==> config.mk <==
export PLATFORM = sky130hd
export DESIGN_NAME = rmw_atomic_unit
export DESIGN_NICKNAME = d
export VERILOG_FILES = /design/src/rtl/rmw_pkg.sv /design/src/rtl/rmw_combine.sv /design/src/rtl/rmw_reservation.sv /design/src/rtl/rmw_atomic_unit.sv
export SDC_FILE = /design/constraint.sdc
export NUM_CORES = 1
export LEC_CHECK = 0
export CORE_MARGIN = 1.5
export CORE_UTILIZATION = 39
export DETAILED_ROUTE_END_ITERATION = 7
export SYNTH_ARGS = -nofsm -noshare
export SYNTH_HDL_FRONTEND = slang
export SYNTH_HIERARCHICAL = 1
export SYNTH_SLANG_ARGS = --single-unit
==> constraint.sdc <==
create_clock -name clk -period 3.67 [get_ports clk]
set_input_delay 0.5505 -clock clk [delete_from_list [all_inputs] [get_ports clk]]
set_output_delay 0.5505 -clock clk [all_outputs]
set_load 0.005 [all_outputs]
==> src/rtl/rmw_pkg.sv <==
`timescale 1ns/1ps
package rmw_pkg;

    typedef enum logic [3:0] {
        OP_LR   = 4'd0,
        OP_SC   = 4'd1,
        OP_SWAP = 4'd2,
        OP_ADD  = 4'd3,
        OP_AND  = 4'd4,
        OP_OR   = 4'd5,
        OP_XOR  = 4'd6,
        OP_MIN  = 4'd7,
        OP_MAX  = 4'd8,
        OP_MINU = 4'd9,
        OP_MAXU = 4'd10
    } op_e;

    typedef enum logic [2:0] {
        ST_IDLE,
        ST_READ,
        ST_MODIFY,
        ST_LATCH,
        ST_COND,
        ST_RESP
    } state_e;

    function automatic logic op_known(input logic [3:0] code);
        return code <= OP_MAXU;
    endfunction

endpackage

==> src/rtl/rmw_combine.sv <==
`timescale 1ns/1ps
module rmw_combine
    import rmw_pkg::*;
#(
    parameter int DW = 32
) (
    input  logic [3:0]    op,
    input  logic [DW-1:0] old_word,
    input  logic [DW-1:0] operand,
    output logic [DW-1:0] result
);
    logic s_less;
    logic u_less;

    assign s_less = $signed(old_word) < $signed(operand);
    assign u_less = old_word < operand;

    always_comb begin
        result = operand;
        case (op_e'(op))
            OP_ADD:  result = old_word + operand;
            OP_AND:  result = old_word & operand;
            OP_OR:   result = old_word | operand;
            OP_XOR:  result = old_word ^ operand;
            OP_MIN:  result = s_less ? old_word : operand;
            OP_MAX:  result = s_less ? operand  : old_word;
            OP_MINU: result = u_less ? old_word : operand;
            OP_MAXU: result = u_less ? operand  : old_word;
            default: result = operand;
        endcase
    end
endmodule

==> src/rtl/rmw_reservation.sv <==
`timescale 1ns/1ps
module rmw_reservation #(
    parameter int WAW = 8
) (
    input  logic           clk,
    input  logic           rst_n,
    input  logic           set,
    input  logic           drop,
    input  logic [WAW-1:0] word,
    input  logic           snoop_valid,
    input  logic [WAW-1:0] snoop_word,
    output logic           held
);
    logic           live;
    logic [WAW-1:0] tag;
    logic           snoop_hits_tag;
    logic           snoop_hits_new;

    assign snoop_hits_tag = snoop_valid && live && (snoop_word == tag);
    assign snoop_hits_new = snoop_valid && (snoop_word == word);

    always_ff @(posedge clk or negedge rst_n) begin
        if (!rst_n) begin
            live <= 1'b0;
            tag  <= '0;
        end else if (set) begin
            live <= !snoop_hits_new;
            tag  <= word;
        end else if (drop || snoop_hits_tag) begin
            live <= 1'b0;
        end
    end

    // a foreign store in the same cycle is taken to come first
    assign held = live && (tag == word) && !snoop_hits_tag;
endmodule

==> src/rtl/rmw_atomic_unit.sv <==
`timescale 1ns/1ps
module rmw_atomic_unit
    import rmw_pkg::*;
#(
    parameter int AW  = 10,
    parameter int DW  = 32,
    localparam int WAW = AW - 2
) (
    input  logic           clk,
    input  logic           rst_n,
    input  logic           req_valid,
    output logic           req_ready,
    input  logic [3:0]     req_op,
    input  logic [AW-1:0]  req_addr,
    input  logic [DW-1:0]  req_wdata,
    input  logic           req_aq,
    input  logic           req_rl,
    output logic           rsp_valid,
    output logic [DW-1:0]  rsp_data,
    output logic           rsp_err,
    output logic           mem_en,
    output logic           mem_we,
    output logic [WAW-1:0] mem_addr,
    output logic [DW-1:0]  mem_wdata,
    input  logic [DW-1:0]  mem_rdata,
    input  logic           snoop_valid,
    input  logic [WAW-1:0] snoop_addr
);
    state_e         state, state_nx;
    logic [3:0]     op_q;
    logic [WAW-1:0] word_q;
    logic [DW-1:0]  opnd_q;
    logic [DW-1:0]  data_q;
    logic           err_q;
    logic           bad_req;
    logic           resv_held;
    logic [DW-1:0]  combined;

    assign bad_req = (req_addr[1:0] != 2'b00) || !op_known(req_op);

    rmw_combine #(.DW(DW)) u_combine (
        .op       (op_q),
        .old_word (mem_rdata),
        .operand  (opnd_q),
        .result   (combined)
    );

    rmw_reservation #(.WAW(WAW)) u_resv (
        .clk         (clk),
        .rst_n       (rst_n),
        .set         (state == ST_LATCH),
        .drop        (state == ST_COND),
        .word        (word_q),
        .snoop_valid (snoop_valid),
        .snoop_word  (snoop_addr),
        .held        (resv_held)
    );

    // state register
    always_ff @(posedge clk or negedge rst_n) begin
        if (!rst_n) state <= ST_IDLE;
        else        state <= state_nx;
    end

    // transitions
    always_comb begin
        state_nx = state;
        unique case (state)
            ST_IDLE: begin
                if (req_valid) begin
                    if (bad_req)             state_nx = ST_RESP;
                    else if (req_op == OP_SC) state_nx = ST_COND;
                    else                      state_nx = ST_READ;
                end
            end
            ST_READ:   state_nx = (op_q == OP_LR) ? ST_LATCH : ST_MODIFY;
            ST_MODIFY: state_nx = ST_RESP;
            ST_LATCH:  state_nx = ST_RESP;
            ST_COND:   state_nx = ST_RESP;
            ST_RESP:   state_nx = ST_IDLE;
            default:   state_nx = ST_IDLE;
        endcase
    end

    // request capture and result holding
    always_ff @(posedge clk or negedge rst_n) begin
        if (!rst_n) begin
            op_q   <= '0;
            word_q <= '0;
            opnd_q <= '0;
            data_q <= '0;
            err_q  <= 1'b0;
        end else begin
            case (state)
                ST_IDLE: begin
                    if (req_valid) begin
                        op_q   <= req_op;
                        word_q <= req_addr[AW-1:2];
                        opnd_q <= req_wdata;
                        err_q  <= bad_req;
                        data_q <= '0;
                    end
                end
                ST_MODIFY, ST_LATCH: data_q <= mem_rdata;
                ST_COND:             data_q <= resv_held ? '0 : DW'(1);
                default: ;
            endcase
        end
    end

    // outputs
    always_comb begin
        req_ready = 1'b0;
        rsp_valid = 1'b0;
        rsp_data  = '0;
        rsp_err   = 1'b0;
        mem_en    = 1'b0;
        mem_we    = 1'b0;
        mem_addr  = word_q;
        mem_wdata = opnd_q;
        unique case (state)
            ST_IDLE:  req_ready = 1'b1;
            ST_READ:  mem_en = 1'b1;
            ST_MODIFY: begin
                mem_en    = 1'b1;
                mem_we    = 1'b1;
                mem_wdata = combined;
            end
            ST_LATCH: ;
            ST_COND: begin
                mem_en = resv_held;
                mem_we = resv_held;
            end
            ST_RESP: begin
                rsp_valid = 1'b1;
                rsp_data  = data_q;
                rsp_err   = err_q;
            end
            default: ;
        endcase
    end
endmodule

# After elaboration in Yosys (flattened, before gate mapping)
# Index checks and enable logic that the tools add are counted.
[classes]
reduce_logical = 20
div = 0
n_mux = 22
n_shift = 0
mul = 0
addsub = 1
eq_ne = 18
n_bitwise = 3
order_cmp = 3
[op_table]
columns = ["operator", "n"]
rows = [
  ["$pmux 32 s8", 1],
  ["$mux 32", 7],
  ["$pmux 32 s3", 1],
  ["$lt 32x32->1", 2],
  ["$add 32x32->32", 1],
  ["$and 32x32->32", 1],
  ["$or 32x32->32", 1],
  ["$xor 32x32->32", 1],
  ["$eq 8x8->1", 3],
  ["$eq 4x3->1 const B", 4],
  ["$eq 4x4->1 const B", 3],
  ["$mux 3", 3],
  ["$pmux 3 s3", 1],
  ["$mux 1", 7],
  ["$eq 3x2->1 const B", 2],
  ["$eq 3x3->1 const B", 2],
  ["$logic_and 1x1->1", 5],
  ["$eq 4x1->1 const B", 1],
  ["$eq 4x2->1 const B", 1],
  ["$le 4x4->1 const B", 1],
  ["$logic_not 4->1", 1],
  ["$pmux 1 s2", 2],
  ["$reduce_and 2->1", 2],
  ["$reduce_bool 2->1", 2],
  ["other kinds (8)", 12],
]
[totals]
in_bits = 92
word_cells = 75
output_inout_bits = 77
latchBits = 0
reg_bits = 89
mem_bits_rw = 0
mem_count = 0
mem_bits_ro = 0

# Logic depth before layout (Yosys ltp)
[logic_depth]
depth_word = 6
ltp_mapped = 15
depth_no_buf = 12

# Modules after synthesis
# The synthesis kept the hierarchy.
[modules_own_cells]
columns = ["mod", "area_per_inst_um2", "seq_area_each_um2", "cells_each", "instances"]
rows = [
  ["rmw_combine", 4828.4, 0.0, 693, 1],
  ["rmw_atomic_unit", 3747.3, 2001.9, 269, 1],
  ["rmw_reservation", 605.6, 225.2, 56, 1],
]

# Worst setup path after synthesis
# No wires, ideal clock.
[synth_timing]
path_type = "input -> output"
from = "input port mem_rdata[30]"
to = "output port mem_wdata[26]"
path_slack_ps = -163
path_buffers = 3
cell_stages = 15
t_arrival_ps = 3282
t_required_ps = 3119
cell_sequence = "inv_1 > ha_1 > buf_6 > nor4_4 > nand3_2 > nor4_2 > o31ai_4 > o22ai_1 > a32oi_2 > nand2b_1 > buf_6 > buf_6 > a222oi_1 > o21ai_1 > mux2_1"
[synth_via]
elab_chain_len = 4
[synth_rtl]
columns = ["item", "line_no", "text"]
rows = [
  ["start: declaration", "rmw_atomic_unit.sv:25", "input logic [DW-1:0] mem_rdata,"],
  ["$lt 32x32->1, on equally long branches", "rmw_combine.sv:16, rmw_combine.sv:15", ""],
  ["$mux 32, on equally long branches", "n/a", ""],
  ["$pmux 32 s8 (*)", "rmw_combine.sv:20", "case (op_e'(op))"],
  ["named net combined[26]", "rmw_atomic_unit.sv:37", "logic [DW-1:0] combined;"],
  ["$mux 32 (*)", "rmw_atomic_unit.sv:121", "unique case (state)"],
  ["end: declaration", "rmw_atomic_unit.sv:24", "output logic [DW-1:0] mem_wdata,"],
]
# Mark *: on every way through the listed nets, which the timed path passes. The rest lies on a longest branch.

# Worst setup path after layout
[layout_timing]
from = "register opnd_q[6]"
to = "output port mem_wdata[20]"
[layout_via]
elab_chain_len = 4
[layout_rtl]
columns = ["item", "line_no", "text"]
rows = [
  ["start: declaration", "rmw_atomic_unit.sv:32", "logic [DW-1:0] opnd_q;"],
  ["start signal: assignment", "rmw_atomic_unit.sv:99", "opnd_q <= req_wdata;"],
  ["$lt 32x32->1, on equally long branches", "rmw_combine.sv:16, rmw_combine.sv:15", ""],
  ["$mux 32, on equally long branches", "n/a", ""],
  ["$pmux 32 s8 (*)", "rmw_combine.sv:20", ""],
  ["named net combined[20]", "rmw_atomic_unit.sv:37", ""],
  ["$mux 32 (*)", "rmw_atomic_unit.sv:121", ""],
]
# Marks and branches as above.

==> impl_metrics.csv <==
group,metric,value,unit
placement,post_dp_cell_area,0.0128,mm2
synth,synth_nets,1207,
final_layout,area_delta_synth_final,58.5,%
final_layout,seq_area,0.00223,mm2
synth,synth.most_common_cell,"ha_1",
final_layout,final_area,0.0146,mm2
placement,place_worst_setup_slack,-1.37,ns
synth,ys.flop_type,"dfrtp_1",
sta,finalWorstSetupSlack,-0.767,ns
final_layout,multi_input_area,0.00719,mm2
route,vias,9501,
sta,fmaxAchievable,225,MHz
synth,synth_area_per_cell,9.02,um2
sta,fin_worst_skew,0.0105,ns
sta,max-slew-margin-rel,49.4,%
run_status,status,"finished, violations left",
critical_path,slowest_stage,"o31a_1",
route,drt_first_pass_iters,5,
global_routing,grt_max_degree,53,
die,ioPinCount,169,
sta,worstMarginPinSlew,0.759,ns
critical_path,required,3.12,ns
synth,synth_area,0.00918,mm2
sta,whs,0.241,ns
clock_network,clock_sinks,89,
critical_path,crit_chain,"inv_2 > ha_4 > nor2b_1 > o311a_1 > o31a_1 > o31ai_4 > buf_4 > a32oi_4 > nand2b_4 > buf_6 > buf_6 > a221o_1 > a211o_1 > mux2_4 > buf_6",
sta,finalSetupViolations,32,
route,vias_per_cell,5.44,
route,drt-total-wl,33.0,mm
sta,drv_slew,0,
run_status,violations,"setup timing",
critical_path,worstSetupPathType,"reg -> out",
die,initial_core_util,40.2,%
synth,yosysUniqueCellTypes,76,
global_routing,grt_pass1_vias,9679,
die,die_height,156,um
run,cap_violations,0,
global_routing,overflow,0,
sta,rsz0062_at_grt,"true",
clock_network,numCtsBuffers,9,
synth,yosys_warnings,6,
placement,dpl.hpwl,23.8,mm
critical_path,cp-end-kind,"output pin",
sta,layout_min_cycle_time,4.44,ns
power,power.leakage,0.00663,uW
final_layout,layout.nets,1618,
clock_network,cts_tree,"built",
synth,synthTopCellsByCount,"ha_1, dfrtp_1, mux2_2",
final_layout,finalCoreUtilization,63.7,%
critical_path,slowest_delay,0.37,ns
synth,async_flop_share,100,%
die,dieArea,0.0245,mm2
die,coreArea,0.0228,mm2
power,total_power,14200,uW
clock_network,cts_root_buf,"clkbuf_16",
synth,synth_edf_count,0,
sta,hold_viol_final,0,
route,wl_per_cell,18.9,um
synth,synth_seq_cells,89,
global_routing,antenna_found_initial,0,
clock_network,h-tree-depth,3,
final_layout,n_fill_cell,1974,
route,ant_nets,0,
route,drc,0,
clock_network,postCtsHoldBufs,0,
die,fp-row-count,55,
critical_path,critical_path.max_fanout,4,
critical_path,cp-start-kind,"register",
clock_network,cts_buffer_depth,2,
clock_network,clock_latency,0.37,ns
sta,post-route-period-util,121,%
global_routing,grt_pass1_wl,51.4,mm
synth,synth_seq_area_share,24.3,%
clock_network,path_clk_slew,0.07,ns
die,chipWidth,156,um
synth,yosysTopAreaCell,"dfrtp_1",
placement,buffer_ports.inserted,166,
global_routing,grtUsageTotal,26.8,%
synth,synth_top_area_share,24.3,%
final_layout,diodes,0,
route,dr.first_iter.drc_count,582,
power,peakVddDrop,0.475,mV
critical_path,crit_path_frequent_cell,"buf_6",
synth,synth_cells,1018,
synth,synth_area_leaders,"dfrtp_1, ha_1, mux2_2, a21oi_1, inv_1",
critical_path,cp_data_arrival_time,3.89,ns
min_path,hold_path.class,"in -> async",
final_layout,drive_above_1_share,41.2,%
placement,globalplace.congestion,0.922,
power,pwr_density_cell,979,mW/mm2
-- metal layers --
layer / vias to the layer above / share of wire [%] / global-route usage [%]
li1: 4531 / - / -
met3: 51 / 5.8 / 3.93
met4: 0 / 2.3 / 8.71
met2: 301 / 48 / 46.2
met5: - / 0 / 0
met1: 4618 / 44 / 34.3
-- area by class of cell --
| type | count | share of cell area, % |
|---|---|---|
| multi-input cells | 780 | 49.4 |
| clock inverters | 7 | 0.576 |
| clock buffers | 9 | 1.55 |
| repair buffers | 471 | 28.4 |
| well taps | 313 | 2.69 |
| flip-flops and latches | 89 | 15.3 |
| inverters | 78 | 2.06 |
-- flip-flops by register name (all words and copies together) (netlist names) --
signal and cells:
data_q 32, opnd_q 32, mem_addr 8, u_resv/tag 8, op_q 4, state 3, err_q 1, u_resv/live 1
-- kinds of logic (layout without fill, tap and decap cells) --
| group | after synthesis | count (layout) | share of synthesized area (%) |
|---|---|---|---|
| buffers and inverters | 149 | 565 | 7.69 |
| and+or+nand+nor | 223 | 223 | 13.7 |
| muxes | 112 | 112 | 13.4 |
| xor gates and xnor gates | 44 | 44 | 4.20 |
| adders and majority gates | 97 | 97 | 13.3 |
| AOI/OAI and AO/OA | 304 | 304 | 23.5 |
| DFF | 89 | 89 | 24.3 |
-- path summary, 6_finish.rpt --
check | startpoint | end | slack [ns] | depth (start not counted)
worst max-delay path | opnd_q[6]$_DFFE_PN0P_ | mem_wdata[20] | -0.77 | 15
worst min-delay path | rst_n | data_q[13]$_DFFE_PN0P_ | 0.24 | 1
worst max register to register | state[2]$_DFFE_PN0P_ | opnd_q[20]$_DFFE_PN0P_ | 1.48 | 3
worst min register to register | data_q[7]$_DFFE_PN0P_ | data_q[7]$_DFFE_PN0P_ | 0.49 | 1
max in group asynchronous | rst_n | opnd_q[20]$_DFFE_PN0P_ | 2.65 | 2
min in group clk | mem_rdata[4] | data_q[4]$_DFFE_PN0P_ | 0.48 | 2
-- timing repair --
item | in CTS | in global routing
pin swaps | 85 | 60
gates cloned | 1 | 0
gates resized for setup | 379 | 71
endpoints found under the setup margin | 32 | 32
setup buffers | 37 | 25
-- power breakdown --
group	total, uW	internal, uW	switching (uW)	leakage [uW]
Combinational	11300	6050	5290	0.00538
Clock	999	490	510	0.000151
Sequential	1890	1480	412	0.00110
-- placed cells by master, fill, tap and decap left out, drive strengths merged, types with 6 or more instances in the layout --
master,count
dfrtp,89
nor2b,9
nor3,14
nand2,46
mux2,86
dlygate4sd2,19
mux2i,26
a211o,9
xor2,23
clkbuf,17
a22oi,6
nand3,16
o21a,6
a221oi,14
a21o,18
nand2b,7
o21bai,12
inv,80
buf,337
and2,37
a21oi,58
clkdlybuf4s50,101
xnor2,21
o22ai,25
a22o,31
a222oi,17
nand4,9
a221o,8
nor4,11
o21ai,55
nor2,49
a211oi,8
ha,96
-- critical path, delay by kind of cell (launching register included) --
| kind | cells | cell delay (ns) |
|---|---|---|
| compound gates | 6 | 1.77 |
| fa+ha+maj | 1 | 0.28 |
| buf+inv | 5 | 0.62 |
| flops | 1 | 0.36 |
| mux | 1 | 0.27 |
| simple gates | 2 | 0.23 |
-- per-stage QoR --
step | TNS, ns | std cells
2_1_floorplan | -0.0352 | 1018
3_5_place_dp | -39.93 | 1677
6_report | -18.47 | 1747
3_3_place_gp | -38.31 | 1677
4_1_cts | -16.80 | 1729
5_1_grt | -22.42 | 1747
Note: power is estimated with default switching activity, not from simulation.
